==> src/rtl/adc_watch_pkg.sv <==
// Shared encodings of the ADC result window watcher.
// Assumes: control word layout is fixed by the register map in the brief.
package adc_watch_pkg;

    typedef enum logic [1:0] {
        MODE_OFF     = 2'b00,
        MODE_ABOVE   = 2'b01,
        MODE_BELOW   = 2'b10,
        MODE_OUTSIDE = 2'b11
    } watch_mode_e;

    localparam logic [1:0] FIELD_CTRL = 2'd0;
    localparam logic [1:0] FIELD_LOW  = 2'd1;
    localparam logic [1:0] FIELD_HIGH = 2'd2;

    localparam int CTRL_MODE_LSB = 8;
    localparam int CTRL_IEN_BIT  = 12;

endpackage

==> src/rtl/adc_watch_wdec.sv <==
// Write decoder: splits the configuration write port into per-slot field
// strobes and the flag clear strobe.
// Assumes: NUM_SLOTS is below 2**(ADDR_W-2); the all-ones slot number with
// field 0 is the clear word.
module adc_watch_wdec
    import adc_watch_pkg::*;
#(
    parameter int NUM_SLOTS = 6,
    parameter int ADDR_W    = 5
) (
    input  logic                 wr_en,
    input  logic [ADDR_W-1:0]    wr_addr,
    output logic [NUM_SLOTS-1:0] ctrl_we,
    output logic [NUM_SLOTS-1:0] low_we,
    output logic [NUM_SLOTS-1:0] high_we,
    output logic                 clr_we
);
    localparam int SLOT_IDX_W = ADDR_W - 2;
    localparam logic [SLOT_IDX_W-1:0] CLR_SLOT = '1;

    logic [SLOT_IDX_W-1:0] slot_sel;
    logic [1:0]            field_sel;

    assign slot_sel  = wr_addr[ADDR_W-1:2];
    assign field_sel = wr_addr[1:0];

    // Clear word strobe.
    assign clr_we = wr_en && (slot_sel == CLR_SLOT) && (field_sel == FIELD_CTRL);

    for (genvar i = 0; i < NUM_SLOTS; i++) begin : g_dec
        // Field strobes for slot i.
        assign ctrl_we[i] = wr_en && (slot_sel == SLOT_IDX_W'(i)) && (field_sel == FIELD_CTRL);
        assign low_we[i]  = wr_en && (slot_sel == SLOT_IDX_W'(i)) && (field_sel == FIELD_LOW);
        assign high_we[i] = wr_en && (slot_sel == SLOT_IDX_W'(i)) && (field_sel == FIELD_HIGH);
    end

endmodule

==> src/rtl/adc_watch_cmp.sv <==
// Window comparator: decides whether a value breaks the condition selected
// by the mode. Purely combinational, unsigned, strict.
module adc_watch_cmp
    import adc_watch_pkg::*;
#(
    parameter int RES_W = 10
) (
    input  logic [RES_W-1:0] value,
    input  logic [RES_W-1:0] low_lim,
    input  logic [RES_W-1:0] high_lim,
    input  watch_mode_e      mode,
    output logic             breach
);
    logic is_above;
    logic is_below;

    assign is_above = value > high_lim;
    assign is_below = value < low_lim;

    // Mode selection of the breaking condition.
    always_comb begin
        unique case (mode)
            MODE_ABOVE:   breach = is_above;
            MODE_BELOW:   breach = is_below;
            MODE_OUTSIDE: breach = is_above || is_below;
            default:      breach = 1'b0;
        endcase
    end

endmodule

==> src/rtl/adc_watch_slot.sv <==
// One watch slot: holds its configuration, judges matching results and keeps
// the sticky alarm flag.
// Assumes: DATA_W is wide enough for the control word and for RES_W and CH_W.
module adc_watch_slot
    import adc_watch_pkg::*;
#(
    parameter int RES_W  = 10,
    parameter int CH_W   = 6,
    parameter int DATA_W = 16
) (
    input  logic              clk,
    input  logic              rst_n,
    input  logic              ctrl_we,
    input  logic              low_we,
    input  logic              high_we,
    input  logic [DATA_W-1:0] wr_data,
    input  logic              clr_req,
    input  logic              res_valid,
    input  logic [CH_W-1:0]   res_ch,
    input  logic [RES_W-1:0]  res_val,
    output logic              flag,
    output logic              irq_en,
    output logic              hit
);
    logic [CH_W-1:0]  ch_q;
    watch_mode_e      mode_q;
    logic [RES_W-1:0] low_q;
    logic [RES_W-1:0] high_q;
    logic             ien_q;
    logic             breach;
    logic             unused_bits;

    assign unused_bits = ^wr_data;

    // Configuration registers.
    always_ff @(posedge clk) begin
        if (!rst_n) begin
            ch_q   <= '0;
            mode_q <= MODE_OFF;
            low_q  <= '0;
            high_q <= '1;
            ien_q  <= 1'b0;
        end else begin
            if (ctrl_we) begin
                ch_q   <= wr_data[CH_W-1:0];
                mode_q <= watch_mode_e'(wr_data[CTRL_MODE_LSB +: 2]);
                ien_q  <= wr_data[CTRL_IEN_BIT];
            end
            if (low_we)  low_q  <= wr_data[RES_W-1:0];
            if (high_we) high_q <= wr_data[RES_W-1:0];
        end
    end

    adc_watch_cmp #(.RES_W(RES_W)) u_cmp (
        .value    (res_val),
        .low_lim  (low_q),
        .high_lim (high_q),
        .mode     (mode_q),
        .breach   (breach)
    );

    assign hit    = res_valid && (res_ch == ch_q) && breach;
    assign irq_en = ien_q;

    // Sticky flag: a new alarm takes priority over a clear.
    always_ff @(posedge clk) begin
        if (!rst_n)       flag <= 1'b0;
        else if (hit)     flag <= 1'b1;
        else if (clr_req) flag <= 1'b0;
    end

endmodule

==> src/rtl/adc_window_watch.sv <==
// ADC result window watcher top: decodes writes, instantiates the watch
// slots and combines their flags into one interrupt.
// Assumes: NUM_SLOTS <= DATA_W and NUM_SLOTS < 2**(ADDR_W-2).
module adc_window_watch #(
    parameter int NUM_SLOTS = 6,
    parameter int RES_W     = 10,
    parameter int CH_W      = 6,
    parameter int DATA_W    = 16,
    parameter int ADDR_W    = 5
) (
    input  logic                 clk,
    input  logic                 rst_n,
    input  logic                 wr_en,
    input  logic [ADDR_W-1:0]    wr_addr,
    input  logic [DATA_W-1:0]    wr_data,
    input  logic                 res_valid,
    input  logic [CH_W-1:0]      res_ch,
    input  logic [RES_W-1:0]     res_val,
    output logic [NUM_SLOTS-1:0] alarm_flags,
    output logic                 alarm_irq
);
    logic [NUM_SLOTS-1:0] ctrl_we;
    logic [NUM_SLOTS-1:0] low_we;
    logic [NUM_SLOTS-1:0] high_we;
    logic                 clr_we;
    logic [NUM_SLOTS-1:0] slot_ien;
    logic [NUM_SLOTS-1:0] slot_hit;

    adc_watch_wdec #(.NUM_SLOTS(NUM_SLOTS), .ADDR_W(ADDR_W)) u_wdec (
        .wr_en   (wr_en),
        .wr_addr (wr_addr),
        .ctrl_we (ctrl_we),
        .low_we  (low_we),
        .high_we (high_we),
        .clr_we  (clr_we)
    );

    for (genvar i = 0; i < NUM_SLOTS; i++) begin : g_slot
        adc_watch_slot #(.RES_W(RES_W), .CH_W(CH_W), .DATA_W(DATA_W)) u_slot (
            .clk       (clk),
            .rst_n     (rst_n),
            .ctrl_we   (ctrl_we[i]),
            .low_we    (low_we[i]),
            .high_we   (high_we[i]),
            .wr_data   (wr_data),
            .clr_req   (clr_we && wr_data[i]),
            .res_valid (res_valid),
            .res_ch    (res_ch),
            .res_val   (res_val),
            .flag      (alarm_flags[i]),
            .irq_en    (slot_ien[i]),
            .hit       (slot_hit[i])
        );
    end

    // Interrupt combine: any enabled flag.
    assign alarm_irq = |(alarm_flags & slot_ien);

endmodule

==> config.mk <==
export PLATFORM = sky130hd
export DESIGN_NAME = adc_window_watch
export DESIGN_NICKNAME = d
export VERILOG_FILES = /design/src/rtl/adc_watch_pkg.sv /design/src/rtl/adc_watch_wdec.sv /design/src/rtl/adc_watch_cmp.sv /design/src/rtl/adc_watch_slot.sv /design/src/rtl/adc_window_watch.sv
export SDC_FILE = /design/constraint.sdc
export NUM_CORES = 1
export LEC_CHECK = 0
export ABC_CLOCK_PERIOD_IN_PS = 2200
export BUFFER_PORTS_ARGS = -buffer_cell sky130_fd_sc_hd__buf_4
export CAP_MARGIN = 20
export CORE_ASPECT_RATIO = 1.1
export CORE_UTILIZATION = 54
export CTS_CLUSTER_DIAMETER = 150
export CTS_CLUSTER_SIZE = 40
export DETAILED_ROUTE_END_ITERATION = 10
export PLACE_DENSITY = 0.71
export SLEW_MARGIN = 0
export SYNTH_ARGS = -nofsm -noshare
export SYNTH_HDL_FRONTEND = slang
export SYNTH_HIERARCHICAL = 1
export SYNTH_SLANG_ARGS = --single-unit
==> constraint.sdc <==
create_clock -name clk -period 2.2 [get_ports clk]
set_clock_uncertainty 0.1 [all_clocks]
set_input_delay 0.11 -clock clk [delete_from_list [all_inputs] [get_ports clk]]
set_output_delay 0.11 -clock clk [all_outputs]
set_load 0.02 [all_outputs]
==> results by group, run 1 <==
Floorplan
  • # rows: 52
  • Die Ht: 146 um
  • Die width: 133 um
  • Core region area: 0.0183 mm^2
  • Initial Util: 55.2%
  • I/O pins: 48
  • Die area: 0.0193 mm^2

Worst setup path
  • Critical path endpoint category: register
  • Crit path launch: g_slot[2].u_slot/high_q[7]
  • Critical Path Fanout Max: 3
  • Slowest cell on crit path: dfxtp_1
  • Crit-path leading delay family: compound AO/OA/AOI/OAI gates
  • R2R Path Start: g_slot[2].u_slot/high_q[7]
  • Critical Path RT: 2.43 ns
  • Startpoint Class: register
  • Worst Reg2Reg Path Length in Cells: 8
  • CP Buf/Inv Count: 1
  • Flop2flop setup slack: 0.14 ns
  • WP data arrival: 2.29 ns
  • CP peak stage delay: 0.34 ns
  • Cell breakdown of the critical path: inv_1 > ha_1 > nand4_1 > nor3_2 > nor4_1 > o22ai_1 > nand2_1 > o41ai_2
  • Reg-to-Reg End: g_slot[2].u_slot/flag
  • Crit path kind: reg2reg

Clocking
  • Worst-case clock buffer depth: 2
  • Num CTS Buffers: 17
  • Clock tree from TritonCTS: yes
  • Root Buffer: clkbuf_16
  • Setup bufs post-CTS: 0
  • CTS sink cnt: 180
  • Worst-Skew Late Latency: 0.43 ns
  • H-tree levels: 4
  • Reg clk slew, reported paths: 0.07 ns

GRT
  • GRT Util Overall: 25.3%
  • Initial antenna violation count: 0
  • Overflow after GRT: 0
  • Number of global-route vias before repair: 7,175
  • Global-route wire length before repair: 37,700 um
  • Largest net degree at the start of global routing: 72

Detailed routing
  • WL/cell: 17.1 um
  • Vias: 7,278
  • Vias per cell: 5.30
  • Initial drt markers: 392
  • DRT Wirelength: 23,500 um
  • Number of iterations in the first detailed-routing pass: 4
  • Final ANT Viol Nets: 0
  • DRC viols: 0

Hold path
  • Hold endpoint: g_slot[5].u_slot/flag
  • Hold path cells: 4
  • Hold Path Class: in2reg
  • Hold Crit Start: res_ch[4]

Final layout
  • Ant diodes: 0
  • Area growth, synth to finish: 12.3%
  • Layout Utilization: 62.0%
  • Post-Layout Cell Count: 1,374
  • Nets: 1,273
  • Fraction of layout cells with a size suffix above 1: 9.81%

Timing
  • Normalized max-slew margin: 56.6%
  • # setup viols final: 0
  • Final worst path period share: 93.5%
  • Final Slew Violations: 0
  • Slew at the pin with the worst max-slew slack: 0.651 ns
  • Final hold vios: 0
  • Total negative setup slack: 0 ns
  • Achievable Freq: 0.486 GHz
  • Tmin final: 2.06 ns

Place
  • Port Buf Inserts: 42
  • Post-DP HPWL: 15,000 um
  • RD Place Congestion: 0.802
  • Placed cells: 1,337

Job
  • Max-cap violation count: 0

Synthesis
  • Cells after synthesis: 1,066
  • Post-synth net total: 1,221
  • Syn_area_per_cell: 9.50 um^2
  • Synthesized cell area: 0.0101 mm^2
  • Yosys warnings: 6

Pwr
  • Leakage power: 0.00454 uW
  • P per Cell Area: 611 mW/mm^2
  • VDD IR-drop max: 0.565 mV

Run status
  • Outcome: finished, final reports clean
routing by layer:
layer	global-route usage, %	wire (um)	up-vias
met5	0	0	-
met4	8.39	401	0
met3	3.48	1260	27
met2	43.2	11300	122
met1	32.8	10600	3396
li1	-	-	3733
per-stage QoR:
stage / area, um^2 / hold WS, ns / setup slack (ns) / power (uW)
after floorplan: 10100 / 0.138 / 0.554 / 3700
after global placement: 10700 / 0.332 / 0.248 / 3980
after detailed placement: 10700 / 0.340 / 0.197 / 3990
after CTS: 11400 / 0.00225 / 0.155 / 7010
after global routing: 11400 / 0.0128 / -0.00864 / 7200
final: 11400 / 0.0145 / 0.144 / 6950
worst max path at each step:
stage,endpoint,slack (ns),cells after the start
2_1_floorplan,g_slot[0].u_slot/flag,0.55,8
3_3_place_gp,g_slot[1].u_slot/flag,0.25,8
3_5_place_dp,g_slot[0].u_slot/flag,0.20,9
4_1_cts,g_slot[2].u_slot/flag,0.16,8
5_1_grt,g_slot[2].u_slot/flag,-0.009,8
6_report,g_slot[2].u_slot/flag,0.14,8
sequential cells by signal, indices dropped and copies added, names as in the netlist:
signal,count
g_slot.u_slot/high_q,60
g_slot.u_slot/mode_q,12
g_slot.u_slot/low_q,60
g_slot.u_slot/irq_en,6
g_slot.u_slot/ch_q,36
g_slot.u_slot/flag,6
where the power goes:
part           internal, uW  switching, uW
logic                   253            383
registers              3280           12.6
clock network          1630           1400
total                  5160           1790
worst min-delay path, cell delays in order:
cell and delay, ns:
buf_4 0.17, xnor2_1 0.08, nand2_1 0.08, o41ai_2 0.07
area by class of cell:
class | instances | area, um^2
inverters | 120 | 450
clock inverters | 14 | 144
multi-input cells | 729 | 5870
flip-flops and latches | 180 | 3600
repair buffers | 70 | 563
clock buffers | 18 | 439
well taps | 243 | 304
fillers | 1610 | 6980
placed cells by master (no fill, tap or decap), types with 18 or more instances in the layout:
master / instances
ha_1: 114
buf_4: 63
a21oi_1: 30
xnor2_1: 30
o21ai_0: 18
inv_1: 120
mux2i_1: 174
nor2b_1: 120
nand2_1: 85
nand4_1: 18
dfxtp_1: 180
nor2_1: 25
timing repair:
action	in CTS	in global routing
gates resized for setup	0	1
endpoints found under the hold margin	23	0
hold buffers	5	0
setup endpoints to repair	0	1
(Power assumes the default switching activity.)
==> run 2: changes to the inputs <==
--- a/config.mk
+++ b/config.mk
@@ -13,9 +13,9 @@
 export CTS_CLUSTER_DIAMETER = 150
 export CTS_CLUSTER_SIZE = 40
 export DETAILED_ROUTE_END_ITERATION = 10
-export PLACE_DENSITY = 0.71
+export MAX_ROUTING_LAYER = met4
+export PLACE_DENSITY = 0.72
 export SLEW_MARGIN = 0
 export SYNTH_ARGS = -nofsm -noshare
 export SYNTH_HDL_FRONTEND = slang
-export SYNTH_HIERARCHICAL = 1
 export SYNTH_SLANG_ARGS = --single-unit
==> results by group, run 2 <==
Final layout
  • Area growth, synth to finish: 12.3% (about the same)
  • Most frequent cells in the layout: dfxtp_1, nand2_1, inv_1
  • Fillers: 1,536 (-4.6%)
  • Fraction of layout cells with a size suffix above 1: 9.66% (-0.16 points)
  • Ant diodes: 0 (unchanged)
  • Nets: 1,364 (+7.1%)
  • Commonest non-fill, non-tap cell in the layout: dfxtp_1
  • Biggest regs: g_slot.u_slot.high_q x60, g_slot.u_slot.low_q x60, g_slot.u_slot.ch_q x36

Clocking
  • Reg clk slew, reported paths: 0.07 ns (about the same)
  • Clock tree from TritonCTS: yes
  • H-tree levels: 4 (unchanged)
  • CTS Hold Bufs: 9 (+4)
  • Worst-Skew Late Latency: 0.44 ns (about the same)
  • Root Buffer: clkbuf_16
  • Setup bufs post-CTS: 0 (unchanged)
  • Worst-case clock buffer depth: 2 (unchanged)
  • Num CTS Buffers: 17 (unchanged)
  • CTS sink cnt: 180 (unchanged)
  • Post-CTS Resized: 0 (unchanged)

GRT
  • Largest net degree at the start of global routing: 65 (-9.7%)
  • Number of global-route vias before repair: 7,970 (+11%)
  • Overflow after GRT: 0 (unchanged)
  • Initial antenna violation count: 0 (unchanged)
  • GRT Util Overall: 30.9% (+5.6 points)
  • Global-route wire length before repair: 42,000 um (+11%)

Job
  • Max-cap violation count: 0 (unchanged)

Floorplan
  • Core region area: 0.0178 mm^2 (-3.0%)
  • # rows: 51 (-1.9%)
  • Die Ht: 144 um (-1.3%)
  • Die width: 131 um (-1.3%)
  • Die area: 0.0188 mm^2 (-2.6%)
  • Initial Util: 55.4% (+0.20 points)
  • I/O pins: 48 (unchanged)

Synthesis
  • Cell taking the most area after synthesis: dfxtp_1
  • Post-synth top cells: dfxtp_1, nand2_1, inv_1
  • Yosys warnings: 0 (-6)
  • Synthesized cell area: 0.00986 mm^2 (-2.6%)
  • Most common cell in the netlist: dfxtp_1
  • Post-synth EDFFs: 0
  • Synth top area share: 36.6%
  • Synth top area cells: dfxtp_1, ha_1, nand2_1
  • Cells after synthesis: 1,195 (+12%)
  • Post-synth ARST share: 0%
  • Syn_area_per_cell: 8.25 um^2 (-13%)
  • Synth cell types: 50
  • Seq/Total Area, Yosys: 36.6%
  • Ys flop type: dfxtp_1
  • Post-synth net total: 1,350 (+11%)
  • #FFs+latches synth: 180

Timing
  • Final worst path period share: 87.7% (-5.8 points)
  • Final hold vios: 0 (unchanged)
  • Final Slew Violations: 0 (unchanged)
  • Total negative setup slack: 0 ns (unchanged)
  • Unrepaired setup endpoints after global routing: no
  • Tmin final: 1.93 ns (-0.128 ns)
  • Achievable Freq: 0.519 GHz (+6.6%)
  • # setup viols final: 0 (unchanged)
  • Slew at the pin with the worst max-slew slack: 0.730 ns (+0.0786 ns)
  • Normalized max-slew margin: 51.4% (-5.2 points)
  • Setup slack after layout: 0.272 ns (+0.128 ns)

Pwr
  • Seq pwr share: 45.7% (-1.7 points)
  • VDD IR-drop max: 0.577 mV (+2.2%)
  • Internal: 5360 uW (+4.0%)
  • Sw power: 1860 uW (+3.7%)
  • Leakage power: 0.00472 uW (+3.8%)
  • Comb pwr share: 9.6% (+0.5 points)
  • Sw Ratio: 25.7% (-0.046 points)
  • Total power: 7220 uW (+3.9%)
  • P per Cell Area: 653 mW/mm^2 (+6.7%)
  • Clock power frac: 44.7% (+1.2 points)

Worst setup path
  • Critical Path Fanout Max: 2 (-1)
  • Slowest cell on crit path: a221o_1
  • CP most frequent cell: a21o_1
  • Crit-path leading delay family: compound AO/OA/AOI/OAI gates
  • WP data arrival: 2.14 ns (-0.15 ns)
  • CP Buf/Inv Count: 1 (unchanged)
  • Startpoint Class: register
  • Critical path endpoint category: register
  • Critical Path RT: 2.41 ns (-0.02 ns)
  • Crit path kind: reg2reg
  • Cell breakdown of the critical path: inv_1 > ha_1 > a21o_1 > a21o_1 > a221o_1 > o211ai_1 > a21oi_1
  • CP peak stage delay: 0.34 ns (about the same)

Hold path
  • Hold Path Class: in2reg

Detailed routing
  • Vias per cell: 5.73 (+8.1%)
  • Final ANT Viol Nets: 0 (unchanged)
  • Initial drt markers: 711 (+81%)
  • Vias: 8,361 (+15%)
  • Number of iterations in the first detailed-routing pass: 7 (+3)
  • DRC viols: 0 (unchanged)
  • DRT Wirelength: 26,600 um (+13%)
  • WL/cell: 18.2 um (+6.2%)

Place
  • Port Buf Inserts: 42 (unchanged)
  • Setup slack at placement: 0.261 ns (+0.0642 ns)
  • Post-DP HPWL: 17,100 um (+14%)
  • RD Place Congestion: 0.826 (+2.9%)

Run status
  • Outcome: finished, final reports clean
## run 2: stage by stage
step           cells  cell area (um^2)  hold WS (ns)  utilization, %
5_1_grt         1460             11100        0.0214            62.2
6_report        1460             11100        0.0152            62.2
3_3_place_gp    1419             10400         0.328            58.2
2_1_floorplan   1195              9860         0.157               -
3_5_place_dp    1419             10400         0.330            58.2
4_1_cts         1460             11100       0.00595            62.2
## run 2: path summary, 6_finish.rpt
check / from / to / slack, ns / depth (start not counted)
worst min register to register: g_slot[0].u_slot.low_q[4] / g_slot[0].u_slot.low_q[4] / 0.36 / 2
worst min-delay path: wr_data[4] / g_slot[3].u_slot.ch_q[4] / 0.02 / 3
worst max register to register: g_slot[3].u_slot.high_q[7] / g_slot[3].u_slot.flag / 0.27 / 7
worst max-delay path: g_slot[3].u_slot.high_q[7] / g_slot[3].u_slot.flag / 0.27 / 7
## run 2: layer usage
metal  share of wire [%]  routed length [um]  vias to the layer above  track usage (%)
met3                 5.8                1540                       84             4.91
met4                 3.8                1020                        0             13.2
met2                  48               12700                      252             49.8
met5                   0                   0                        -                -
met1                  43               11400                     3907             38.1
li1                    -                   -                     4118                -
## run 2: cell type report
cell class                 count  area (um^2)  share of cell area (%)
inverter                     119          448                    4.05
tap                          238          298                    2.69
multi-input combinational    813         5460                    49.3
clock inverter                13          169                    1.53
sequential                   180         3600                    32.6
timing repair buffer          78          646                    5.83
clock buffer                  19          443                    4.00
## run 2: worst register-to-register path, cell delays in order (launching register included)
cell and delay, ns:
dfxtp_1 0.32, inv_1 0.05, ha_1 0.28, a21o_1 0.16
a21o_1 0.17, a221o_1 0.34, o211ai_1 0.28, a21oi_1 0.10
## run 2: power by group through the flow
stage | sequential, uW | clock, uW | combinational, uW
after detailed placement | 3370 | 0 | 674
final | 3300 | 3230 | 697
after CTS | 3300 | 3250 | 693
after global routing | 3300 | 3370 | 764
after global placement | 3370 | 0 | 660
after floorplan | 3370 | 0 | 399
## run 2: cell families after synthesis
kind of cell               count (synthesis)  share of synthesized area (%)
muxes                                     39                           3.96
AOI/OAI and AO/OA                        244                           15.5
adders and majority gates                114                           14.5
and+or+nand+nor                          380                           17.8
DFF                                      180                           36.6
xor gates and xnor gates                  36                           3.20
buffers and inverters                    202                           8.44
==> run 3: changes to the inputs <==
--- a/config.mk
+++ b/config.mk
@@ -5,6 +5,7 @@
 export SDC_FILE = /design/constraint.sdc
 export NUM_CORES = 1
 export LEC_CHECK = 0
+export ABC_AREA = 1
 export ABC_CLOCK_PERIOD_IN_PS = 2200
 export BUFFER_PORTS_ARGS = -buffer_cell sky130_fd_sc_hd__buf_4
 export CAP_MARGIN = 20
@@ -14,7 +15,7 @@
 export CTS_CLUSTER_SIZE = 40
 export DETAILED_ROUTE_END_ITERATION = 10
 export MAX_ROUTING_LAYER = met4
-export PLACE_DENSITY = 0.72
+export PLACE_DENSITY = 0.71
 export SLEW_MARGIN = 0
 export SYNTH_ARGS = -nofsm -noshare
 export SYNTH_HDL_FRONTEND = slang
==> results by group, run 3 <==
Run status
  • Outcome: finished, final reports clean

Synthesis
  • Cell taking the most area after synthesis: dfxtp_1
  • Ys flop type: dfxtp_1
  • Syn_area_per_cell: 7.16 um^2 (-13%)
  • Post-synth net total: 1,551 (+15%)
  • Yosys warnings: 0 (unchanged)
  • Synth top area cells: dfxtp_1, ha_1, nand2_1
  • Synth cell types: 28 (-44%)
  • Most common cell in the netlist: nand2_1
  • Synthesized cell area: 0.0100 mm^2 (+1.4%)
  • #FFs+latches synth: 180 (unchanged)
  • Cells after synthesis: 1,396 (+17%)
  • Seq/Total Area, Yosys: 36.0% (-0.52 points)
  • Synth top area share: 36.0% (-0.52 points)
  • Post-synth ARST share: 0% (unchanged)
  • Post-synth top cells: nand2_1, inv_1, dfxtp_1
  • Post-synth EDFFs: 0 (unchanged)

Clocking
  • Worst-case clock buffer depth: 2 (unchanged)
  • Post-CTS Resized: 0 (unchanged)
  • Setup bufs post-CTS: 0 (unchanged)
  • Clock tree from TritonCTS: yes
  • CTS Hold Bufs: 13 (+4)
  • H-tree levels: 4 (unchanged)
  • CTS sink cnt: 180 (unchanged)
  • Reg clk slew, reported paths: 0.07 ns (about the same)
  • Root Buffer: clkbuf_16
  • Num CTS Buffers: 17 (unchanged)
  • Worst-Skew Late Latency: 0.43 ns (about the same)

Timing
  • Final Slew Violations: 0 (unchanged)
  • Total negative setup slack: 0 ns (unchanged)
  • # setup viols final: 0 (unchanged)
  • Tmin final: 1.81 ns (-0.117 ns)
  • Normalized max-slew margin: 54.2% (+2.8 points)
  • Unrepaired setup endpoints after global routing: no
  • Slew at the pin with the worst max-slew slack: 0.687 ns (-0.0429 ns)
  • Achievable Freq: 0.552 GHz (+6.5%)
  • Hold_ws: 0.0176 ns (+0.00237 ns)
  • Final worst path period share: 82.3% (-5.3 points)
  • Final hold vios: 0 (unchanged)

Place
  • Post-DP HPWL: 17,400 um (+1.8%)
  • Placed inst area: 0.0105 mm^2 (+0.86%)
  • RD Place Congestion: 0.860 (+4.1%)
  • Port Buf Inserts: 42 (unchanged)
  • Placed cells: 1,626 (+15%)

GRT
  • Global-route wire length before repair: 42,000 um (about the same)
  • GRT Util Overall: 29.5% (-1.4 points)
  • Largest net degree at the start of global routing: 58 (-11%)
  • Number of global-route vias before repair: 8,246 (+3.5%)
  • Initial antenna violation count: 0 (unchanged)
  • Overflow after GRT: 0 (unchanged)

Final layout
  • Nets: 1,575 (+15%)
  • Biggest regs: g_slot.u_slot.high_q x60, g_slot.u_slot.low_q x60, g_slot.u_slot.ch_q x36
  • Most frequent cells in the layout: nand2_1, inv_1, dfxtp_1
  • Fraction of layout cells with a size suffix above 1: 7.68% (-2.0 points)
  • Post-route cell area: 0.0112 mm^2 (+0.81%)
  • Ant diodes: 0 (unchanged)
  • Commonest non-fill, non-tap cell in the layout: nand2_1
  • Layout Utilization: 62.2% (about the same)
  • Area growth, synth to finish: 11.6%
  • Post-Layout Cell Count: 1,671 (+14%)

Floorplan
  • Die area: 0.0191 mm^2 (+1.4%)
  • # rows: 51 (unchanged)
  • Die width: 132 um (+0.71%)
  • Core region area: 0.0179 mm^2 (+0.72%)
  • I/O pins: 48 (unchanged)
  • Die Ht: 145 um (+0.71%)
  • Initial Util: 55.8% (+0.40 points)

Detailed routing
  • DRT Wirelength: 26,300 um (-1.0%)
  • DRC viols: 0 (unchanged)
  • Vias: 8,890 (+6.3%)
  • Number of iterations in the first detailed-routing pass: 5 (-2)
  • Vias per cell: 5.32 (-7.1%)
  • Initial drt markers: 607 (-15%)
  • WL/cell: 15.7 um (-14%)
  • Final ANT Viol Nets: 0 (unchanged)

Job
  • Max-cap violation count: 0 (unchanged)

Worst setup path
  • CP peak stage delay: 0.53 ns (+0.19 ns)
  • CP Buf/Inv Count: 3 (+2)
  • CP most frequent cell: nand2_1
  • Critical path endpoint category: register
  • Cell breakdown of the critical path: dlygate4sd3_1 > buf_4 > inv_2 > nand2_1 > nor2_2 > nand2_1 > o21ai_0 > a21oi_1
  • WP data arrival: 2.01 ns (-0.13 ns)
  • Crit-path leading delay family: buffers and inverters
  • Startpoint Class: primary input
  • Slowest cell on crit path: dlygate4sd3_1
  • Critical Path RT: 2.40 ns (about the same)
  • Critical Path Fanout Max: 20 (+18)
  • Crit path kind: in2reg

Hold path
  • Hold Path Class: in2reg

Pwr
  • Leakage power: 0.00535 uW (+14%)
  • VDD IR-drop max: 0.591 mV (+2.4%)
  • P per Cell Area: 632 mW/mm^2 (-3.1%)
-- run 3: power by group --
part / total (uW) / leakage (uW) / internal (uW) / switching (uW)
sequential: 3310 / 0.00146 / 3300 / 14.1
clock: 3000 / 0.000261 / 1580 / 1410
combinational: 747 / 0.00364 / 253 / 494
total: 7050 / 0.00535 / 5130 / 1920
-- run 3: area by class of cell --
class,instances,area [um^2]
timing repair buffer,69,576
clock buffer,17,425
fill,1652,6770
tap,238,298
inverter,245,920
sequential,180,3600
clock inverter,15,148
multi-input combinational,907,5190
-- run 3: worst paths after layout --
kind                                                 start  slack [ns]                         to  cells after the start
worst max-delay path                            wr_addr[3]        0.39  g_slot[1].u_slot.low_q[7]                      8
worst min-delay path                            wr_data[2]        0.02   g_slot[2].u_slot.ch_q[2]                      3
worst max register to register  g_slot[5].u_slot.high_q[9]        0.54      g_slot[5].u_slot.flag                     10
worst min register to register     g_slot[4].u_slot.irq_en        0.35    g_slot[4].u_slot.irq_en                      2
-- run 3: metrics by stage --
stage	setup slack [ns]	total power, uW
floorplan	0.812	3820
global placement	0.458	4080
detailed placement	0.441	4110
CTS	0.416	7100
global route	0.173	7310
finish	0.389	7050
-- run 3: layer usage --
| metal | track usage (%) | up-vias | share of wire (%) |
|---|---|---|---|
| met5 | - | - | 0 |
| met1 | 34.9 | 4060 | 45 |
| li1 | - | 4580 | - |
| met4 | 15.1 | 0 | 3.8 |
| met3 | 4.14 | 76 | 4.3 |
| met2 | 49.3 | 174 | 47 |
-- run 3: cells by family after synthesis --
| family | count (synthesis) | share of synthesized area, % |
|---|---|---|
| AOI/OAI and AO/OA | 361 | 19.8 |
| adders and majority gates | 114 | 14.3 |
| and+or+nand+nor | 428 | 17.5 |
| xor gates and xnor gates | 4 | 0.350 |
| buffers and inverters | 309 | 12.1 |
| DFF | 180 | 36.0 |
-- run 3: worst register-to-register path: stages (launching register included) --
cell     delay [ns]
dfxtp_1        0.31
inv_1          0.05
ha_1           0.29
nand2_1        0.07
nor2_1         0.17
nand3_1        0.09
nand3_1        0.13
nand2_1        0.08
nand2_1        0.13
nand2_1        0.06
a21oi_1        0.11
